==> config.mk <==
export PLATFORM = sky130hd
export DESIGN_NAME = avx_word_encoder
export DESIGN_NICKNAME = d
export VERILOG_FILES = /design/src/rtl/avx_word_encoder.sv
export SDC_FILE = /design/constraint.sdc
export NUM_CORES = 1
export LEC_CHECK = 0
export ABC_AREA = 1
export BUFFER_PORTS_ARGS = -buffer_cell sky130_fd_sc_hd__clkbuf_2
export CAP_MARGIN = 20
export CELL_PAD_IN_SITES_DETAIL_PLACEMENT = 1
export CELL_PAD_IN_SITES_GLOBAL_PLACEMENT = 2
export CORE_MARGIN = 2
export CORE_UTILIZATION = 29
export CTS_CLUSTER_SIZE = 12
export DETAILED_ROUTE_END_ITERATION = 10
export GPL_TIMING_DRIVEN = 1
export HOLD_SLACK_MARGIN = 0.12
export PLACE_DENSITY = 0.79
export SKIP_CTS_REPAIR_TIMING = 1
export SYNTH_ARGS = -nofsm -noshare
export SYNTH_HDL_FRONTEND = slang
export SYNTH_SLANG_ARGS = --single-unit
==> constraint.sdc <==
create_clock -name clk -period 2 [get_ports clk]
set_clock_uncertainty 0.1 [all_clocks]
set_input_delay 0.1 -clock clk [delete_from_list [all_inputs] [get_ports clk]]
set_output_delay 0.1 -clock clk [all_outputs]
set_load 0.01 [all_outputs]
==> src/rtl/avx_word_encoder.sv <==
module avx_word_encoder #(
  parameter int DW     = 16,
  parameter int SYNC_B = 3
) (
  input  logic          clk,
  input  logic          rst_n,
  input  logic          start,
  input  logic          word_is_data,
  input  logic [DW-1:0] payload,
  output logic          line_pos,
  output logic          line_neg,
  output logic          tx_en,
  output logic          busy,
  output logic          done
);
  localparam int HALVES = 2 * (SYNC_B + DW + 1);
  localparam int SW     = $clog2(HALVES);
  localparam logic [SW-1:0] LAST_H  = SW'(HALVES - 1);
  localparam logic [SW-1:0] SYNC_HH = SW'(SYNC_B);
  localparam logic [SW-1:0] DATA0   = SW'(2 * SYNC_B);

  logic [SW-1:0] slot;
  logic          busy_q, is_data_q;
  logic [DW:0]   sr;

  wire last    = busy_q && (slot == LAST_H);
  wire accept  = start && (!busy_q || last);
  wire in_sync = slot < DATA0;
  wire lvl     = in_sync ? ((slot < SYNC_HH) ^ is_data_q) : (sr[DW] ^ slot[0]);

  always_ff @(posedge clk) begin
    if (!rst_n) begin
      busy_q    <= 1'b0;
      slot      <= '0;
      is_data_q <= 1'b0;
      sr        <= '0;
    end else if (accept) begin
      busy_q    <= 1'b1;
      slot      <= '0;
      is_data_q <= word_is_data;
      sr        <= {payload, ~^payload};
    end else if (busy_q) begin
      if (last) busy_q <= 1'b0;
      slot <= slot + 1'b1;
      if (!in_sync && slot[0]) sr <= sr << 1;
    end
  end

  assign line_pos = busy_q & lvl;
  assign line_neg = busy_q & ~lvl;
  assign tx_en    = busy_q;
  assign busy     = busy_q;
  assign done     = last;

  AST_IDLE_NULL: assert property (@(posedge clk) disable iff (!rst_n)
    !tx_en |-> (!line_pos && !line_neg && !done));
  AST_PAIR_COMPL: assert property (@(posedge clk) disable iff (!rst_n)
    tx_en |-> (line_pos != line_neg));
  AST_MID_EDGE: assert property (@(posedge clk) disable iff (!rst_n)
    (busy_q && !in_sync && slot[0]) |-> (line_pos != $past(line_pos)));
  AST_SYNC_HOLD: assert property (@(posedge clk) disable iff (!rst_n)
    (busy_q && in_sync && slot != '0 && slot != SYNC_HH) |-> $stable(line_pos));
  AST_DONE_END: assert property (@(posedge clk) disable iff (!rst_n)
    (done && !start) |=> !busy);
  AST_CHAIN: assert property (@(posedge clk) disable iff (!rst_n)
    (done && start) |=> (busy && !done));
endmodule

======== Word-level counts from Yosys, hierarchy flattened ========
Cells that the tools add are included.
operators by class
  $add $sub $neg .......................... 1
  divide/modulo/power cells ............... 0
  shift operators ......................... 0
  bitwise logic cells ..................... 6
  eq/ne operators ......................... 1
  $mul .................................... 0
  reduce and logical (&&, ||, !) cells .... 11
  muxes and demuxes ....................... 7
  magnitude comparators ................... 2
operators with widths
  cell                                                                           number
  17-bit two-way mux                                                             3
  16-bit XNOR reduction                                                          1
  6-bit by 1-bit adder with 6-bit output (second input constant)                 1
  6-bit == test (second input constant)                                          1
  6-bit by 2-bit less-than comparator with 1-bit output (second input constant)  1
  6-bit by 3-bit less-than comparator with 1-bit output (second input constant)  1
  1-bit two-way mux                                                              4
  2-bit nonzero test                                                             2
  1-bit logical AND                                                              3
  1-bit bitwise AND                                                              2
  1-bit zero test                                                                2
  1-bit NOT                                                                      2
  2-bit AND reduction                                                            1
  2-bit OR reduction                                                             1
  1-bit XOR                                                                      2
  1-bit logical OR                                                               1
word-level totals
  input bits .............................. 20
  RAM bits ................................ 0
  bits in registers ....................... 25
  memories kept ........................... 0
  bits in read-only memories .............. 0
  logic and storage cells ................. 32
  bits in latches ......................... 0

======== Depth between registers and ports, before layout ========
Gate-level depths: netlist (run 1).
  depth after elaboration ................. 6
  mapped depth ............................ 11
  depth with buffers taken out ............ 11

======== Worst setup path after synthesis (run 1) ========
No wires, ideal clock.
  path type ............................... register -> register
  start point ............................. reg slot[0]
  end point ............................... reg sr[16]
  slack ................................... 0.597 ns
  path buffers ............................ 1
  required time ........................... 1.775 ns
  arrival time ............................ 1.177 ns
  library setup time ...................... 0.125 ns
  cell stages (with the launch flop) ...... 8
  clock period less this slack ............ 1.403 ns
  path through ............................ dfxtp_1 -> ha_1 -> nand4_1 -> nand2_2 -> nand2_4 -> buf_6 -> o21ai_1 -> a31oi_1
on the way
  word-level cells in the longest chain between the ends .. 6
  elaborated cells between the ends (all ways) .. 11
  those cells by class .................... order compare: 1; eq/ne: 1; mux: 1; reduce/logical: 8
RTL lines
  item                                                                                                           line  source
  from (decl)                                                                                                    22    logic [SW-1:0] slot;
  from (signal assigned)                                                                                         44    slot <= slot + 1'b1;
  parallel branches: the longest is 6 deep, another holds 6-bit by 3-bit less-than comparator with 1-bit output  n/a
  to (signal assigned)                                                                                           41    sr <= {payload, ~^payload};
  to (signal assigned)                                                                                           45    if (!in_sync && slot[0]) sr <= sr << 1;
  to (decl)                                                                                                      24    logic [DW:0] sr;
Parallel ways; which one is timed is not known.
A chain may end at the register's enable or synchronous reset.

======== Worst setup path in the final report (run 1) ========
  start point ............................. reg slot[0]
  end point ............................... out line_pos
on the way
  word-level cells in the longest chain between the ends .. 4
  elaborated cells between the ends (all ways) .. 6
  those cells by class .................... order compare: 2; mux: 1; bitwise: 3
RTL lines
  item                                                   line  source
  6-bit by 2-bit less-than comparator with 1-bit output  29    wire lvl = in_sync ? ((slot < SYNC_HH) ^ is_data_q) : (sr[DW] ^ slot[0]);
  1-bit XOR                                              29
  1-bit two-way mux *                                    29
  1-bit bitwise AND *                                    49    assign line_pos = busy_q & lvl;
  to (decl)                                              10    output logic line_pos,
Every way passes the cells marked *; elsewhere a longest branch is shown, timed or not.

==> reports/qor.yml, run 1 <==
avgSynthCellArea_um2: 6.071
ant_nets: 0
firstDrtPassIters: 4
hold_ws_ns: 0.08676
layout_common_cells: "116 x nand2_1, 25 x dfxtp_1, 24 x inv_1, 24 x clkbuf_2, 22 x nor2_1"
ys.warnings.count: 0
cts_max_level: 1
die_y_um: 78.34
rows: 27
seq_area_frac_synth_pct: 31.23
core_um2: 5405
cts_sinks: 25
portBuffers: 24
synthesis.area_um2: 1603
max_stage_delay_ns: 0.41
cts_tree: "done"
synth_cells: 264
synthFlopType: "dfxtp_1"
area_delta_synth_final_pct: 20.61
setup_viol: 0
finalHoldViolations: 0
power.density_nw_per_um2: 567.0
diodes: 0
clockBufferDepth: 2
max_freq_ghz: 0.5534
design.portCount: 25
grt_pass1_wl_um: 6837
nFillCells: 731
rsz0062_at_grt: "false"
synth_cell_types: 27
hold_path_class: "in -> reg"
dp_slack_ns: 0.2955
fp.dieArea_um2: 6137
outcome: "finished clean"
critPathCaptureType: "primary output"
ys_seq_elements: 25
required_ns: 1.80
layout_commonest_cell: "nand2_1"
finalCriticalPeriod_ns: 1.807
drt_iter0_drc: 59
async_reset_ff_share_pct: 0
tns_ns: 0
tightest_slew_ns: 0.3589
die_w_um: 78.34
vias_per_cell: 4.493
cp_slowest_cell: "dfxtp_1"
critPathKind: "reg -> out"
setup_slack_ns: 0.1930
syn_nets: 285
drv_cap: 0
grt_pass1_vias: 1565
routedWlPerCell_um: 10.45
slew_violations: 0
grt_max_degree: 36
drive_gt1_share_pct: 13.38
globalRouteTotalUtil_pct: 13.56
fin_crit_sh_pct: 90.35
synth_edf_count: 0
place_congestion: 0.7401
arrival_ns: 1.61
layout.nets: 321
clkSlewWorstSetupHoldPaths_ns: 0.09
max-vdd-ir-drop_v: 0.0003292
clock_latency_ns: 0.27
startpoint_type: "register"
worstPathMaxFanout: 4
antenna_found_initial: 0
p_leak_nw: 0.9887
hpwlAfterDp_um: 2969
path_cells: "ha_1 -> nor2_1 -> xnor2_1 -> or2_1 -> a21oi_1 -> clkbuf_2"
cts_made_buffers: 3
relSlewSlack_pct: 76.07
initial_core_util_pct: 29.65
grt-ovfl-total: 0
root_buffer: "clkbuf_8"
num_vias: 1667
routed_wl_um: 3878
route.detailed.drc: 0
## worst max-delay path, delay by kind of cell, from the launching register on
kind | cells | cell delay [ns]
buffers and inverters | 1 | 0.15
adders and majority gates | 1 | 0.23
AOI/OAI and AO/OA | 1 | 0.15
DFF | 1 | 0.41
and+or+nand+nor | 2 | 0.29
xor gates and xnor gates | 1 | 0.12
## cell usage after synthesis (3+ instances only)
cell	count	share of area, %
a31oi_1	14	5.5
nand2_1	116	27
dfxtp_1	25	31
nand2_2	3	1.2
a21oi_1	6	1.9
inv_2	3	0.70
nor2_1	22	5.2
nand3_1	7	2.2
inv_1	24	5.6
xor2_1	5	2.7
o21ai_1	17	5.3
## final timing paths
check             start       end  slack [ns]  cells after the start
max             slot[0]  line_pos        0.19                      6
min          payload[4]     sr[5]        0.09                      3
max reg2reg     slot[0]     sr[0]        0.32                      8
min reg2reg      sr[15]    sr[15]        0.37                      2
## registers in the layout, indices dropped and copies added (netlist names)
signal and flops:
is_data_q 1, busy 1, sr 17, slot 6
## cells by family after synthesis
family / after synthesis / synth area share [%]
AO/OA/AOI/OAI: 39 / 13.27
XOR/XNOR: 7 / 3.825
adder cells (fa/ha/maj): 1 / 0.7805
buffers and inverters: 36 / 11.32
flip-flops: 25 / 31.23
AND/OR/NAND/NOR: 156 / 39.58
## stage by stage
stage	area [um2]	util, %	total power, mW	std cells
after detailed placement	1747	32.31	0.7942	353
final	1933	35.76	1.096	371
after floorplan	1603	-	0.7225	264
after global routing	1933	35.76	1.174	371
after global placement	1747	32.31	0.7903	353
after CTS	1793	33.17	1.093	357
## where the power goes
| part | leakage [nW] | internal (mW) | switching (mW) |
|---|---|---|---|
| logic | 0.757 | 0.102 | 0.145 |
| clock network | 0.0255 | 0.139 | 0.158 |
| registers | 0.206 | 0.530 | 0.0211 |
## per-layer routing
layer | up-vias | share of wire (%) | global-route usage (%)
met5 | - | 0 | 0
met4 | 0 | 0.59 | 2.632
met3 | 5 | 2.1 | 2.414
met2 | 14 | 49 | 24.31
met1 | 750 | 48 | 17.04
li1 | 898 | - | -
## layout make-up
cell class | instances | area [um2] | share of cell area (%)
clock buffer | 3 | 41.29 | 2.136
multi-input combinational | 203 | 920.9 | 47.64
timing repair buffer | 38 | 260.3 | 13.46
clock inverter | 1 | 5.005 | 0.2589
inverter | 29 | 115.1 | 5.955
sequential | 25 | 500.5 | 25.89
tap | 72 | 90.09 | 4.660
Power figures use the tool's default switching activity.
==> run 2: changes to the inputs <==
--- a/config.mk
+++ b/config.mk
@@ -11,12 +11,14 @@
 export CELL_PAD_IN_SITES_DETAIL_PLACEMENT = 1
 export CELL_PAD_IN_SITES_GLOBAL_PLACEMENT = 2
 export CORE_MARGIN = 2
-export CORE_UTILIZATION = 29
+export CORE_UTILIZATION = 30
+export CTS_BUF_LIST = sky130_fd_sc_hd__clkbuf_4
 export CTS_CLUSTER_SIZE = 12
 export DETAILED_ROUTE_END_ITERATION = 10
 export GPL_TIMING_DRIVEN = 1
 export HOLD_SLACK_MARGIN = 0.12
-export PLACE_DENSITY = 0.79
+export MAX_ROUTING_LAYER = met4
+export PLACE_DENSITY = 0.81
 export SKIP_CTS_REPAIR_TIMING = 1
 export SYNTH_ARGS = -nofsm -noshare
 export SYNTH_HDL_FRONTEND = slang
==> run 2 against run 1 <==
- fmax fell by 1.2%
- sequential share of layout area fell by 0.30 points
- highest routed layer unchanged
- routed wire length rose by 5.9%
- non-clock buffer count rose by 5
- cell area rose by 1.4%
- critical path depth did not move
- flip-flop and latch count did not move
- critical endpoint unchanged
==> reports/qor.yml, run 2 (synthesis results as in run 1) <==
globalRouteTotalUtil_pct: 13.98  # +0.43 points
critPathKind: "reg -> out"
hold_ws_ns: 0.1648  # +0.07799 ns
ant_nets: 0  # unchanged
clock_latency_ns: 0.32  # +0.05 ns
grt-ovfl-total: 0  # unchanged
arrival_ns: 1.63  # +0.02 ns
relSlewSlack_pct: 76.18  # +0.11 points
largest_reg_flops: 17  # unchanged
p_total_mw: 1.036  # -5.5%
stdcell_area_um2: 1961  # +1.4%
root_buffer: "clkbuf_4"
grt_pass1_vias: 1605  # +2.6%
portBuffers: 24  # unchanged
grt_max_degree: 36  # unchanged
fin_crit_sh_pct: 91.42  # +1.1 points
area_delta_synth_final_pct: 22.33
route.detailed.drc: 0  # unchanged
clockBufferDepth: 2  # unchanged
cts_tree: "done"
regMostFlops: "sr"
hold_path_class: "in -> reg"
clkSlewWorstSetupHoldPaths_ns: 0.14  # +0.05 ns
rsz0062_at_grt: "false"
vias_per_cell: 4.612  # +2.6%
fp.dieArea_um2: 5944  # -3.2%
finalCriticalPeriod_ns: 1.828  # +0.02136 ns
grt_pass1_wl_um: 6865  # +0.41%
p_leak_nw: 1.003  # +1.5%
required_ns: 1.80  # about the same
routedWlPerCell_um: 10.98  # +5.0%
largestRegisters: "sr (17), slot (6)"
finalHoldViolations: 0  # unchanged
max-vdd-ir-drop_v: 0.0002373  # -28%
finish.utilization_pct: 38.15  # +2.4 points
drv_cap: 0  # unchanged
design.portCount: 25  # unchanged
outcome: "finished clean"
setup_viol: 0  # unchanged
die_w_um: 77.10  # -1.6%
antenna_found_initial: 0  # unchanged
num_vias: 1725  # +3.5%
firstDrtPassIters: 4  # unchanged
cts_sinks: 25  # unchanged
initial_core_util_pct: 31.18  # +1.5 points
tns_ns: 0  # unchanged
slew_violations: 0  # unchanged
tightest_slew_ns: 0.3573  # -0.001657 ns
worstPathMaxFanout: 4  # unchanged
drive_gt1_share_pct: 13.82  # +0.44 points
rows: 26  # -3.7%
cts_max_level: 1  # unchanged
startpoint_type: "register"
cts_made_buffers: 3  # unchanged
place_congestion: 0.6916  # -6.6%
core_um2: 5140  # -4.9%
critPathCaptureType: "primary output"
drt_iter0_drc: 43  # -27%
layout.nets: 326  # +1.6%
max_freq_ghz: 0.5469  # -1.2%
nFillCells: 706  # -3.4%
diodes: 0  # unchanged
hpwlAfterDp_um: 3017  # +1.6%
die_y_um: 77.10  # -1.6%
power.density_nw_per_um2: 528.5  # -6.8%
placed_cell_area_um2: 1752  # +0.29%
routed_wl_um: 4105  # +5.9%
layout_commonest_cell: "nand2_1"
layout_common_cells: "116 x nand2_1, 24 x inv_1, 24 x dfxtp_1, 24 x clkbuf_2, 22 x nor2_1"
run 2: cell types whose count changed in the layout (fill, tap and decap cells not counted):
cell           before  now
clkbuf_8            3    0
dfxtp_1            25   24
dfxtp_2             0    1
dlygate4sd3_1      14   18
clkbuf_4            0    3
buf_4               0    1
run 2: report_power, final:
part / internal, mW / switching (mW) / leakage [nW]
registers: 0.531 / 0.0194 / 0.206
clock network: 0.0748 / 0.149 / 0.0177
logic: 0.109 / 0.152 / 0.779
total: 0.715 / 0.321 / 1.00
run 2: critical path: stages, from the launching register on:
cell      delay [ns]
dfxtp_1         0.40
ha_1            0.23
nor2_1          0.07
xnor2_1         0.12
or2_1           0.22
a21oi_1         0.13
clkbuf_2        0.15
run 2: cell type report:
class | count | area [um2] | area share, %
Clock buffer | 3 | 22.52 | 1.149
Clock inverter | 1 | 5.005 | 0.2553
Inverter | 29 | 115.1 | 5.871
Multi-Input combinational cell | 203 | 920.9 | 46.97
Sequential cell | 25 | 501.7 | 25.59
Tap cell | 70 | 87.58 | 4.467
Timing Repair Buffer | 43 | 307.8 | 15.70
run 2: per-layer routing:
metal / up-vias / global-route usage [%] / wire, um
li1: 906 / - / -
met1: 791 / 18.06 / 2007
met2: 26 / 23.68 / 1984
met3: 2 / 1.059 / 78
met4: 0 / 3.750 / 34
met5: - / - / 0
run 2: path summary, 6_finish.rpt:
path	startpoint	endpoint	slack (ns)	depth (start not counted)
min	rst_n	sr[3]	0.16	3
max reg2reg	slot[0]	sr[15]	0.31	8
min reg2reg	sr[0]	sr[0]	0.38	2
max	slot[1]	line_pos	0.17	6
run 2: stage by stage:
stage                     setup WS [ns]  std cells
final                            0.1716        374
after global routing            0.03055        374
after CTS                        0.1150        356
after detailed placement         0.3109        352
after global placement           0.3485        352
after floorplan                  0.5974        264
